[config.mk]
export PLATFORM = sky130hd
export DESIGN_NAME = link_timer
export DESIGN_NICKNAME = d
export VERILOG_FILES = /design/src/rtl/link_timer_pkg.sv /design/src/rtl/link_timer_regs.sv /design/src/rtl/link_timer_core.sv /design/src/rtl/link_timer_out.sv /design/src/rtl/link_timer.sv
export SDC_FILE = /design/constraint.sdc
export NUM_CORES = 1
export LEC_CHECK = 0
export BUFFER_PORTS_ARGS = -buffer_cell sky130_fd_sc_hd__clkbuf_2
export CAP_MARGIN = 20
export CORE_AREA = 8 8 139 141
export DETAILED_ROUTE_END_ITERATION = 6
export DIE_AREA = 0 0 147 149
export GPL_TIMING_DRIVEN = 0
export SETUP_SLACK_MARGIN = 0.3
export SKIP_CTS_REPAIR_TIMING = 1
export SYNTH_ARGS = -nofsm -noshare
export SYNTH_HDL_FRONTEND = slang
export SYNTH_SLANG_ARGS = --single-unit
[constraint.sdc]
create_clock -name clk -period 5.9 [get_ports clk]
set_clock_uncertainty 0.05 [all_clocks]
set_input_delay 1.18 -clock clk [delete_from_list [all_inputs] [get_ports clk]]
set_output_delay 1.18 -clock clk [all_outputs]
set_load 0.01 [all_outputs]
[src/rtl/link_timer_pkg.sv]
package link_timer_pkg;

  localparam int REG_AW = 3;
  typedef logic [REG_AW-1:0] reg_adr_t;

  localparam reg_adr_t ADR_CTRL = 3'd0;
  localparam reg_adr_t ADR_MODE = 3'd1;
  localparam reg_adr_t ADR_DIV  = 3'd2;
  localparam reg_adr_t ADR_RLD  = 3'd3;
  localparam reg_adr_t ADR_CMP  = 3'd4;
  localparam reg_adr_t ADR_CNT  = 3'd5;

  localparam int SEL_W = 3;
  typedef logic [SEL_W-1:0] sel_t;

  // trigger-out selection
  localparam sel_t TOUT_RUN = 3'b001;
  localparam sel_t TOUT_UPD = 3'b010;
  localparam sel_t TOUT_REF = 3'b100;

  // link (slave) behaviour
  localparam sel_t LINK_GATE = 3'b101;
  localparam sel_t LINK_EDGE = 3'b111;

  // trigger source
  localparam sel_t TSRC_PEER = 3'b000;

  // compare waveform
  localparam sel_t WAVE_LOW  = 3'b100;
  localparam sel_t WAVE_HIGH = 3'b101;
  localparam sel_t WAVE_PWM1 = 3'b110;
  localparam sel_t WAVE_PWM2 = 3'b111;

  typedef struct packed {
    logic cmp_buf;
    logic rld_buf;
    logic one_shot;
    logic run;
  } ctrl_t;

  typedef struct packed {
    sel_t wave;
    sel_t tsrc;
    sel_t link;
    sel_t tout;
  } mode_t;

  localparam int CTRL_W = $bits(ctrl_t);
  localparam int MODE_W = $bits(mode_t);

endpackage

[src/rtl/link_timer_regs.sv]
module link_timer_regs
  import link_timer_pkg::*;
#(
  parameter int CNT_W = 16  // must be at least MODE_W
) (
  input  logic             clk,
  input  logic             rst,
  input  logic             wr_en,
  input  reg_adr_t         addr,
  input  logic [CNT_W-1:0] wdata,
  input  logic             wrap,
  input  logic [CNT_W-1:0] cnt_val,
  output ctrl_t            ctrl,
  output mode_t            mode,
  output logic [CNT_W-1:0] div,
  output logic [CNT_W-1:0] rld_shadow,
  output logic [CNT_W-1:0] cmp_shadow,
  output logic             rld_we,
  output logic             cmp_we,
  output logic             cnt_we,
  output logic [CNT_W-1:0] rdata
);

  logic             wr_ctrl, wr_mode, wr_div;
  logic [CNT_W-1:0] rd_next;

  assign wr_ctrl = wr_en && (addr == ADR_CTRL);
  assign wr_mode = wr_en && (addr == ADR_MODE);
  assign wr_div  = wr_en && (addr == ADR_DIV);
  assign rld_we  = wr_en && (addr == ADR_RLD);
  assign cmp_we  = wr_en && (addr == ADR_CMP);
  assign cnt_we  = wr_en && (addr == ADR_CNT);

  always_comb begin
    rd_next = '0;
    case (addr)
      ADR_CTRL: rd_next[CTRL_W-1:0] = ctrl;
      ADR_MODE: rd_next[MODE_W-1:0] = mode;
      ADR_DIV:  rd_next = div;
      ADR_RLD:  rd_next = rld_shadow;
      ADR_CMP:  rd_next = cmp_shadow;
      ADR_CNT:  rd_next = cnt_val;
      default:  rd_next = '0;
    endcase
  end

  always_ff @(posedge clk) begin
    if (rst) begin
      ctrl       <= '0;
      mode       <= '0;
      div        <= '0;
      rld_shadow <= '1;
      cmp_shadow <= '0;
      rdata      <= '0;
    end else begin
      if (wr_ctrl)
        ctrl <= ctrl_t'(wdata[CTRL_W-1:0]);
      else if (wrap && ctrl.one_shot)
        ctrl.run <= 1'b0;
      if (wr_mode) mode <= mode_t'(wdata[MODE_W-1:0]);
      if (wr_div)  div <= wdata;
      if (rld_we)  rld_shadow <= wdata;
      if (cmp_we)  cmp_shadow <= wdata;
      rdata <= rd_next;
    end
  end


  one_shot_stop_chk: assert property (@(posedge clk) disable iff (rst)
    (wrap && ctrl.one_shot && !wr_ctrl) |=> !ctrl.run);


  rd_div_chk: assert property (@(posedge clk) disable iff (rst)
    (addr == ADR_DIV) |=> (rdata == $past(div)));

endmodule

[src/rtl/link_timer_core.sv]
module link_timer_core
  import link_timer_pkg::*;
#(
  parameter int CNT_W = 16
) (
  input  logic             clk,
  input  logic             rst,
  input  logic             run,
  input  logic             rld_buf,
  input  logic             cmp_buf,
  input  sel_t             link,
  input  sel_t             tsrc,
  input  logic [CNT_W-1:0] div,
  input  logic [CNT_W-1:0] rld_shadow,
  input  logic [CNT_W-1:0] cmp_shadow,
  input  logic             rld_we,
  input  logic             cmp_we,
  input  logic             cnt_we,
  input  logic [CNT_W-1:0] wdata,
  input  logic             trig_in,
  output logic [CNT_W-1:0] cnt,
  output logic [CNT_W-1:0] cmp_act,
  output logic             wrap,
  output logic             upd_evt
);

  localparam logic [CNT_W-1:0] STEP = {{(CNT_W-1){1'b0}}, 1'b1};

  logic             trig_sel, trig_q, trig_rise;
  logic             link_en, raw_en, tick;
  logic [CNT_W-1:0] presc, rld_act;

  assign trig_sel  = (tsrc == TSRC_PEER) ? trig_in : 1'b0;
  assign trig_rise = trig_sel & ~trig_q;

  always_comb begin
    case (link)
      LINK_EDGE: link_en = trig_rise;
      LINK_GATE: link_en = trig_sel;
      default:   link_en = 1'b1;
    endcase
  end

  assign raw_en = run & link_en;
  // a divider lowered mid-count releases at once
  assign tick   = raw_en && (presc >= div);
  assign wrap   = tick && !cnt_we && (cnt == rld_act);

  always_ff @(posedge clk) begin
    if (rst) begin
      trig_q  <= 1'b0;
      presc   <= '0;
      cnt     <= '0;
      rld_act <= '1;
      cmp_act <= '0;
      upd_evt <= 1'b0;
    end else begin
      trig_q  <= trig_sel;
      upd_evt <= wrap;
      if (raw_en)
        presc <= tick ? '0 : presc + STEP;
      if (cnt_we)
        cnt <= wdata;
      else if (tick)
        cnt <= wrap ? '0 : cnt + STEP;
      if (rld_we && !rld_buf)
        rld_act <= wdata;
      else if (wrap)
        rld_act <= rld_shadow;
      if (cmp_we && !cmp_buf)
        cmp_act <= wdata;
      else if (wrap)
        cmp_act <= cmp_shadow;
    end
  end


  upd_zero_chk: assert property (@(posedge clk) disable iff (rst)
    upd_evt |-> (cnt == '0));


  cnt_load_chk: assert property (@(posedge clk) disable iff (rst)
    cnt_we |=> ((cnt == $past(wdata)) && !upd_evt));


  hold_chk: assert property (@(posedge clk) disable iff (rst)
    (!run && !cnt_we) |=> $stable(cnt));


  edge_only_chk: assert property (@(posedge clk) disable iff (rst)
    ((link == LINK_EDGE) && !trig_rise && !cnt_we) |=> $stable(cnt));


  gate_low_chk: assert property (@(posedge clk) disable iff (rst)
    ((link == LINK_GATE) && !trig_sel && !cnt_we) |=> $stable(cnt));

endmodule

[src/rtl/link_timer_out.sv]
module link_timer_out
  import link_timer_pkg::*;
#(
  parameter int CNT_W = 16
) (
  input  logic             clk,
  input  logic             rst,
  input  logic [CNT_W-1:0] cnt,
  input  logic [CNT_W-1:0] cmp_act,
  input  sel_t             wave,
  input  sel_t             tout,
  input  logic             run,
  input  logic             wrap,
  output logic             cmp_out,
  output logic             trig_out
);

  logic below, ref_now, trg_now;

  assign below = (cnt < cmp_act);

  always_comb begin
    case (wave)
      WAVE_PWM1: ref_now = below;
      WAVE_PWM2: ref_now = ~below;
      WAVE_HIGH: ref_now = 1'b1;
      default:   ref_now = 1'b0;
    endcase
  end

  always_comb begin
    case (tout)
      TOUT_RUN: trg_now = run;
      TOUT_UPD: trg_now = wrap;
      TOUT_REF: trg_now = ref_now;
      default:  trg_now = 1'b0;
    endcase
  end

  always_ff @(posedge clk) begin
    if (rst) begin
      cmp_out  <= 1'b0;
      trig_out <= 1'b0;
    end else begin
      cmp_out  <= ref_now;
      trig_out <= trg_now;
    end
  end


  force_low_chk: assert property (@(posedge clk) disable iff (rst)
    (wave == WAVE_LOW) |=> !cmp_out);


  trig_ref_chk: assert property (@(posedge clk) disable iff (rst)
    (tout == TOUT_REF) |=> (trig_out == cmp_out));

endmodule

[src/rtl/link_timer.sv]
module link_timer
  import link_timer_pkg::*;
#(
  parameter int CNT_W = 16
) (
  input  logic             clk,
  input  logic             rst,
  input  logic             wr_en,
  input  logic [REG_AW-1:0] addr,
  input  logic [CNT_W-1:0] wdata,
  output logic [CNT_W-1:0] rdata,
  input  logic             trig_in,
  output logic             trig_out,
  output logic             cmp_out,
  output logic             upd_evt
);

  ctrl_t            ctrl;
  mode_t            mode;
  logic [CNT_W-1:0] div, rld_shadow, cmp_shadow, cnt, cmp_act;
  logic             rld_we, cmp_we, cnt_we, wrap;

  link_timer_regs #(.CNT_W(CNT_W)) u_regs (
    .clk        (clk),
    .rst        (rst),
    .wr_en      (wr_en),
    .addr       (addr),
    .wdata      (wdata),
    .wrap       (wrap),
    .cnt_val    (cnt),
    .ctrl       (ctrl),
    .mode       (mode),
    .div        (div),
    .rld_shadow (rld_shadow),
    .cmp_shadow (cmp_shadow),
    .rld_we     (rld_we),
    .cmp_we     (cmp_we),
    .cnt_we     (cnt_we),
    .rdata      (rdata)
  );

  link_timer_core #(.CNT_W(CNT_W)) u_core (
    .clk        (clk),
    .rst        (rst),
    .run        (ctrl.run),
    .rld_buf    (ctrl.rld_buf),
    .cmp_buf    (ctrl.cmp_buf),
    .link       (mode.link),
    .tsrc       (mode.tsrc),
    .div        (div),
    .rld_shadow (rld_shadow),
    .cmp_shadow (cmp_shadow),
    .rld_we     (rld_we),
    .cmp_we     (cmp_we),
    .cnt_we     (cnt_we),
    .wdata      (wdata),
    .trig_in    (trig_in),
    .cnt        (cnt),
    .cmp_act    (cmp_act),
    .wrap       (wrap),
    .upd_evt    (upd_evt)
  );

  link_timer_out #(.CNT_W(CNT_W)) u_out (
    .clk      (clk),
    .rst      (rst),
    .cnt      (cnt),
    .cmp_act  (cmp_act),
    .wave     (mode.wave),
    .tout     (mode.tout),
    .run      (ctrl.run),
    .wrap     (wrap),
    .cmp_out  (cmp_out),
    .trig_out (trig_out)
  );

endmodule

==> results_dict.tcl, run 1 <==
set metrics [dict create \
    placedInstanceArea_sq_um 8030 \
    hpwl_um 19500 \
    insertion_delay_ns 0.44 \
    clk_pin_slew_worst_paths_ns 0.06 \
    crit_slowest_cell "or4b_1" \
    viasPerCell 5.79 \
    root_buffer "clkbuf_16" \
    wl_met1_um 11900 \
    r2r_cells 8 \
    worst_slack_ns 2.53 \
    grt_start_max_net_pins 17 \
    rows 48 \
    ir_drop_uv 225 \
    grt_pass1_wl_um 41000 \
    rsz0062_at_grt "false" \
    synth-edff-count 0 \
    yosys.area_share.adder_pct 5.62 \
    fill_cells 1710 \
    layout_common_cells "150 x nand2_1, 148 x dfxtp_1, 101 x nor3_1" \
    p_switching_mw 0.648 \
    dr.pass1.iters 5 \
    fp.dieW_um 147 \
    synth-main-ff-cell "dfxtp_1" \
    synth.distinct_cells 57 \
    critical_path_class "in2reg" \
    hold_depth 2 \
    wl_met2_um 12000 \
    status "completed" \
    grtUsageTotal_pct 24.8 \
    netlist_instances 956 \
    period_share_pct 57.0 \
    fin_crit_ns 3.37 \
    top_layer_used "met4" \
    routed-wl-met3_um 2130 \
    drt_first_iter_violations 827 \
    cts_tree "done" \
    drive_gt1_share_pct 9.77 \
    hold_end "u_regs.div[1]" \
    dpl_worst_slack_ns 2.14 \
    wire_per_inst_um 21.8 \
    tightest_slew_ns 1.14 \
    netlist_area_sq_um 7570 \
    yosysTopAreaCell "dfxtp_1" \
    hold_viol_final 0 \
    worst_setup_path_start_kind "primary input" \
    synth_top_area_share_pct 39.1 \
    slew_viol_final 0 \
    boundaryPins 42 \
    instances_no_fill 1250 \
    finalSetupViolCount 0 \
    htree_levels 4 \
    numCtsBuffers 17 \
    synthMuxAreaShare_pct 4.05 \
    ys_seq_elements 148 \
    grt_pass1_vias 6769 \
    synth-compound-area-share_pct 13.1 \
    p_leak_nw 3.26 \
    finalHoldWorstSlack_ns 0.409 \
    start_util_pct 44.4 \
    drv_cap 0 \
    async_reset_ff_share_pct 0 \
    die_h_um 149 \
    io_buffers 36 \
    via_count 7242 \
    worstPathRequired_ns 6.14 \
    clock_sinks 148 \
    internal-power_mw 1.81 \
    synth_top_family_by_area "simple AND/OR/NAND/NOR gates" \
    switching_share_pct 26.4 \
    cpLargestDelayFamily "simple AND/OR/NAND/NOR gates" \
    max_slew_margin_pct 24.1 \
    syn-num-nets 1013 \
    end_kind "register" \
    hp-class "reg2reg" \
    cp_max_fo 10 \
    slowest_delay_ns 0.48 \
    synth_area_leaders "dfxtp_1 39%, nand2_1 7.4%, nor3_1 6.7%" \
    grt_antenna_before_repair 0 \
    crit_buf_inv 2 \
    syn_avg_cell_area_sq_um 7.92 \
    worstSetupStartpoint "trig_in" \
    fin_area_sq_um 8660 \
    placedCellCount 1217 \
    path_cells "clkbuf_2, or4b_1, a21oi_1, o21ai_1, nor2_1, nand3_1, clkbuf_1, nor3_1, nor4_2" \
    die-area_sq_um 21900 \
    sequentialPowerShare_pct 42.9 \
    place.gp.congestion 0.941 \
    worstReg2RegEnd "u_core.cmp_act[10]" \
    synth_xor_area_share_pct 3.80 \
    layout_commonest_cell "nand2_1" \
    clkPwrFrac_pct 48.0 \
    ys_seq_area_share_pct 39.1 \
    rrSetupSlack_ns 2.94 \
    fin_nets 1068 \
    setup_tns_ns 0 \
    ant_nets 0 \
    clock_path_buffers 2 \
    rr_startpoint "u_core.cnt[3]" \
    drc 0 \
    hold_start "u_regs.div[1]" \
    routed_wl_um 27200 \
    synthSimpleGateAreaFrac_pct 28.6 \
    grt_overflow 0 \
    combPwrFrac_pct 9.1 \
    core_sq_um 17100 \
    powerDensity_nw_per_um2 284 \
    cp.arrival_ns 3.60 \
    max_freq_ghz 0.297 \
    yosys_warnings 0 \
    area_delta_synth_final_pct 14.4 \
]
## synth_stat cells, types with 13 or more instances
cell type	instances
a211oi_1	14
a21oi_1	67
a31oi_1	13
and3_1	14
clkbuf_1	49
dfxtp_1	148
ha_1	34
inv_1	36
mux2i_1	25
nand2_1	150
nand3_1	29
nand4_1	14
nor2_1	79
nor3_1	101
o21ai_0	28
xnor2_1	18
xor2_1	13
## state kept, by name, summed over array words and instances (netlist names)
signal             flops
u_core.cmp_act        16
u_core.cnt            16
u_core.presc          16
u_core.rld_act        16
u_core.trig_q          1
u_core.upd_evt         1
u_out.cmp_out          1
u_out.trig_out         1
u_regs.cmp_shadow     16
u_regs.ctrl            4
u_regs.div            16
u_regs.mode           12
u_regs.rdata          16
u_regs.rld_shadow     16
## cells by family after synthesis
family,count (synthesis)
adder cells (fa/ha/maj),34
AO/OA/AOI/OAI,164
AND/OR/NAND/NOR,446
multiplexers,29
XOR/XNOR,32
flip-flops,148
buffers and inverters,103
## metrics by stage
stage / util, % / total power, mW
6_report: 50.8 / 2.46
5_1_grt: 50.8 / 2.53
4_1_cts: 50.8 / 2.46
3_5_place_dp: 47.1 / 1.29
3_3_place_gp: 47.1 / 1.29
2_1_floorplan: - / 1.20
## how the worst max path moves through the flow
stage / cells past startpoint / slack, ns / endpoint
floorplan: 10 / 2.92 / u_core.cmp_act[10]
global placement: 9 / 2.13 / u_core.presc[14]
detailed placement: 5 / 2.14 / u_regs.rdata[3]
CTS: 9 / 2.60 / u_core.presc[15]
global route: 9 / 2.43 / u_core.cmp_act[10]
finish: 9 / 2.53 / u_core.cmp_act[10]
## routing by layer
layer,vias to the layer above,track usage (%)
met5,-,0
met4,0,11.7
met3,61,5.98
met2,324,38.3
met1,3386,32.1
li1,3471,-
## tightest hold or removal path, delay by kind of cell, from the launching register on
kind             cells  cell delay [ns]
AO/OA/AOI/OAI        1             0.05
flip-flops           1             0.31
AND/OR/NAND/NOR      1             0.05
## power groups by stage
stage / sequential [mW] / combinational [mW] / clock (mW)
after global routing: 1.06 / 0.241 / 1.23
final: 1.06 / 0.223 / 1.18
after detailed placement: 1.08 / 0.218 / 0
after floorplan: 1.07 / 0.134 / 0
after global placement: 1.08 / 0.218 / 0
after CTS: 1.05 / 0.219 / 1.19
## layout make-up
| cell class | count | area [sq um] | share of cell area [%] |
|---|---|---|---|
| timing repair buffer | 36 | 180 | 2.08 |
| tap | 225 | 282 | 3.25 |
| antenna | 1 | 2.50 | 0.0289 |
| sequential | 148 | 2960 | 34.2 |
| buffer | 66 | 294 | 3.39 |
| multi-input combinational | 705 | 4180 | 48.2 |
| clock inverter | 14 | 199 | 2.30 |
| inverter | 37 | 139 | 1.60 |
| clock buffer | 18 | 429 | 4.95 |
Power figures use the tool's default switching activity.
==> inputs of run 2 (changes only) <==
==> constraint.sdc (replaced) <==
create_clock -name clk -period 3.3 [get_ports clk]
set_clock_uncertainty 0.05 [all_clocks]
set_input_delay 0.66 -clock clk [delete_from_list [all_inputs] [get_ports clk]]
set_output_delay 0.66 -clock clk [all_outputs]
set_load 0.01 [all_outputs]
==> run 2 against run 1 <==
Net effect:
- utilization up 0.18 points
- count of clock-buffer cells in the layout unchanged
- wire length about the same
- sequential power up 78%
- first-iteration DRC count unchanged
- combinational power up 80%
- power up 79%
- die area unchanged
- critical path depth unchanged
- clock power up 79%
==> results_dict.tcl, run 2 (same netlist as run 1, synthesis figures left out) <==
set metrics [dict create \
    drv_cap 0 \
    fin_crit_ns 2.91 \
    grt_pass1_vias 6769 \
    rows 48 \
    worst_setup_path_start_kind "register" \
    dr.pass1.iters 5 \
    viasPerCell 5.82 \
    cp.arrival_ns 3.14 \
    max_slew_margin_pct 25.4 \
    drc 0 \
    hpwl_um 19500 \
    fin_area_sq_um 8700 \
    crit_buf_inv 1 \
    seqCellArea_sq_um 2960 \
    clock_path_buffers 2 \
    finalSetupViolCount 0 \
    slowest_delay_ns 0.89 \
    drive_gt1_share_pct 10.3 \
    hp-class "reg2reg" \
    placedInstanceArea_sq_um 8030 \
    grt_start_max_net_pins 17 \
    via_count 7289 \
    p_leak_nw 3.29 \
    boundaryPins 42 \
    ant_nets 0 \
    status "completed" \
    place.gp.congestion 0.941 \
    layout_common_cells "150 x nand2_1, 148 x dfxtp_1, 101 x nor3_1" \
    tightest_slew_ns 1.12 \
    cts_tree "done" \
    grt_antenna_before_repair 0 \
    p_total_mw 4.40 \
    grt_overflow 0 \
    clock_sinks 148 \
    die-area_sq_um 21900 \
    start_util_pct 44.4 \
    path_cells "inv_1, ha_1, a21o_1, a211oi_1, o21a_1, o21ai_0, a21oi_1, or4_1, a311oi_1" \
    htree_levels 4 \
    multi_input_area_sq_um 4180 \
    routed_wl_um 27200 \
    fp.dieW_um 147 \
    clk_pin_slew_worst_paths_ns 0.06 \
    critical_path_class "reg2reg" \
    die_h_um 149 \
    slew_viol_final 0 \
    wire_per_inst_um 21.7 \
    grtUsageTotal_pct 24.8 \
    crit_slowest_cell "a21oi_1" \
    powerDensity_nw_per_um2 506 \
    setup_tns_ns 0 \
    area_delta_synth_final_pct 14.8 \
    hold_viol_final 0 \
    cp_max_fo 7 \
    drt_first_iter_violations 827 \
    cpLargestDelayFamily "compound AO/OA/AOI/OAI gates" \
    max_freq_ghz 0.344 \
    fin_nets 1071 \
    worstPathRequired_ns 3.53 \
    io_buffers 36 \
    core_sq_um 17100 \
    root_buffer "clkbuf_16" \
    layout_commonest_cell "nand2_1" \
    period_share_pct 88.1 \
    fill_cells 1705 \
    grt_pass1_wl_um 41000 \
    numCtsBuffers 17 \
    end_kind "register" \
    ir_drop_uv 400 \
    insertion_delay_ns 0.43 \
    finalHoldWorstSlack_ns 0.408 \
    rsz0062_at_grt "true" \
]
run 2: cell count changes in the layout (fill, tap and decap cells not counted):
cell / delta
buf_4: +3
clkbuf_1: -3
clkbuf_2: +3
nor2_2: -1
nor2_4: +1
run 2: cell type report:
cell class	instances	share of cell area, %
Timing Repair Buffer	39	2.33
Clock inverter	14	2.29
Antenna cell	1	0.0288
Multi-Input combinational cell	705	48.1
Sequential cell	148	34.1
Clock buffer	18	4.94
Tap cell	225	3.24
Buffer	66	3.42
Inverter	37	1.60
run 2: stage by stage:
stage / utilization (%) / cells / setup slack (ns)
CTS: 50.8 / 1249 / 0.387
finish: 51.0 / 1253 / 0.393
floorplan: - / 956 / 0.843
detailed placement: 47.1 / 1217 / 0.0605
global route: 51.0 / 1252 / 0.293
global placement: 47.1 / 1217 / 0.0469
run 2: power by group:
| part | internal, mW | total, mW | switching [mW] |
|---|---|---|---|
| Combinational | 0.129 | 0.401 | 0.272 |
| Sequential | 1.83 | 1.89 | 0.0525 |
| Clock | 1.28 | 2.11 | 0.833 |
run 2: routing by layer:
metal | GRT usage [%] | routed length [um] | vias up
met5 | 0 | 0 | -
met4 | 11.7 | 1150 | 0
met3 | 5.98 | 2150 | 70
met2 | 38.3 | 12000 | 341
met1 | 32.1 | 11900 | 3395
li1 | - | - | 3483
run 2: worst min-delay path, cell delays in order (launching register included):
cell     delay (ns)
dfxtp_1        0.31
nand2_1        0.05
a21oi_1        0.05
run 2: final timing paths:
path | from | endpoint | slack, ns | depth (start not counted)
worst min-delay path | u_regs.div[1] | u_regs.div[1] | 0.41 | 2
worst min register to register | u_regs.div[1] | u_regs.div[1] | 0.41 | 2
worst max-delay path | u_regs.div[4] | u_core.cnt[5] | 0.39 | 9
worst max register to register | u_regs.div[4] | u_core.cnt[5] | 0.39 | 9
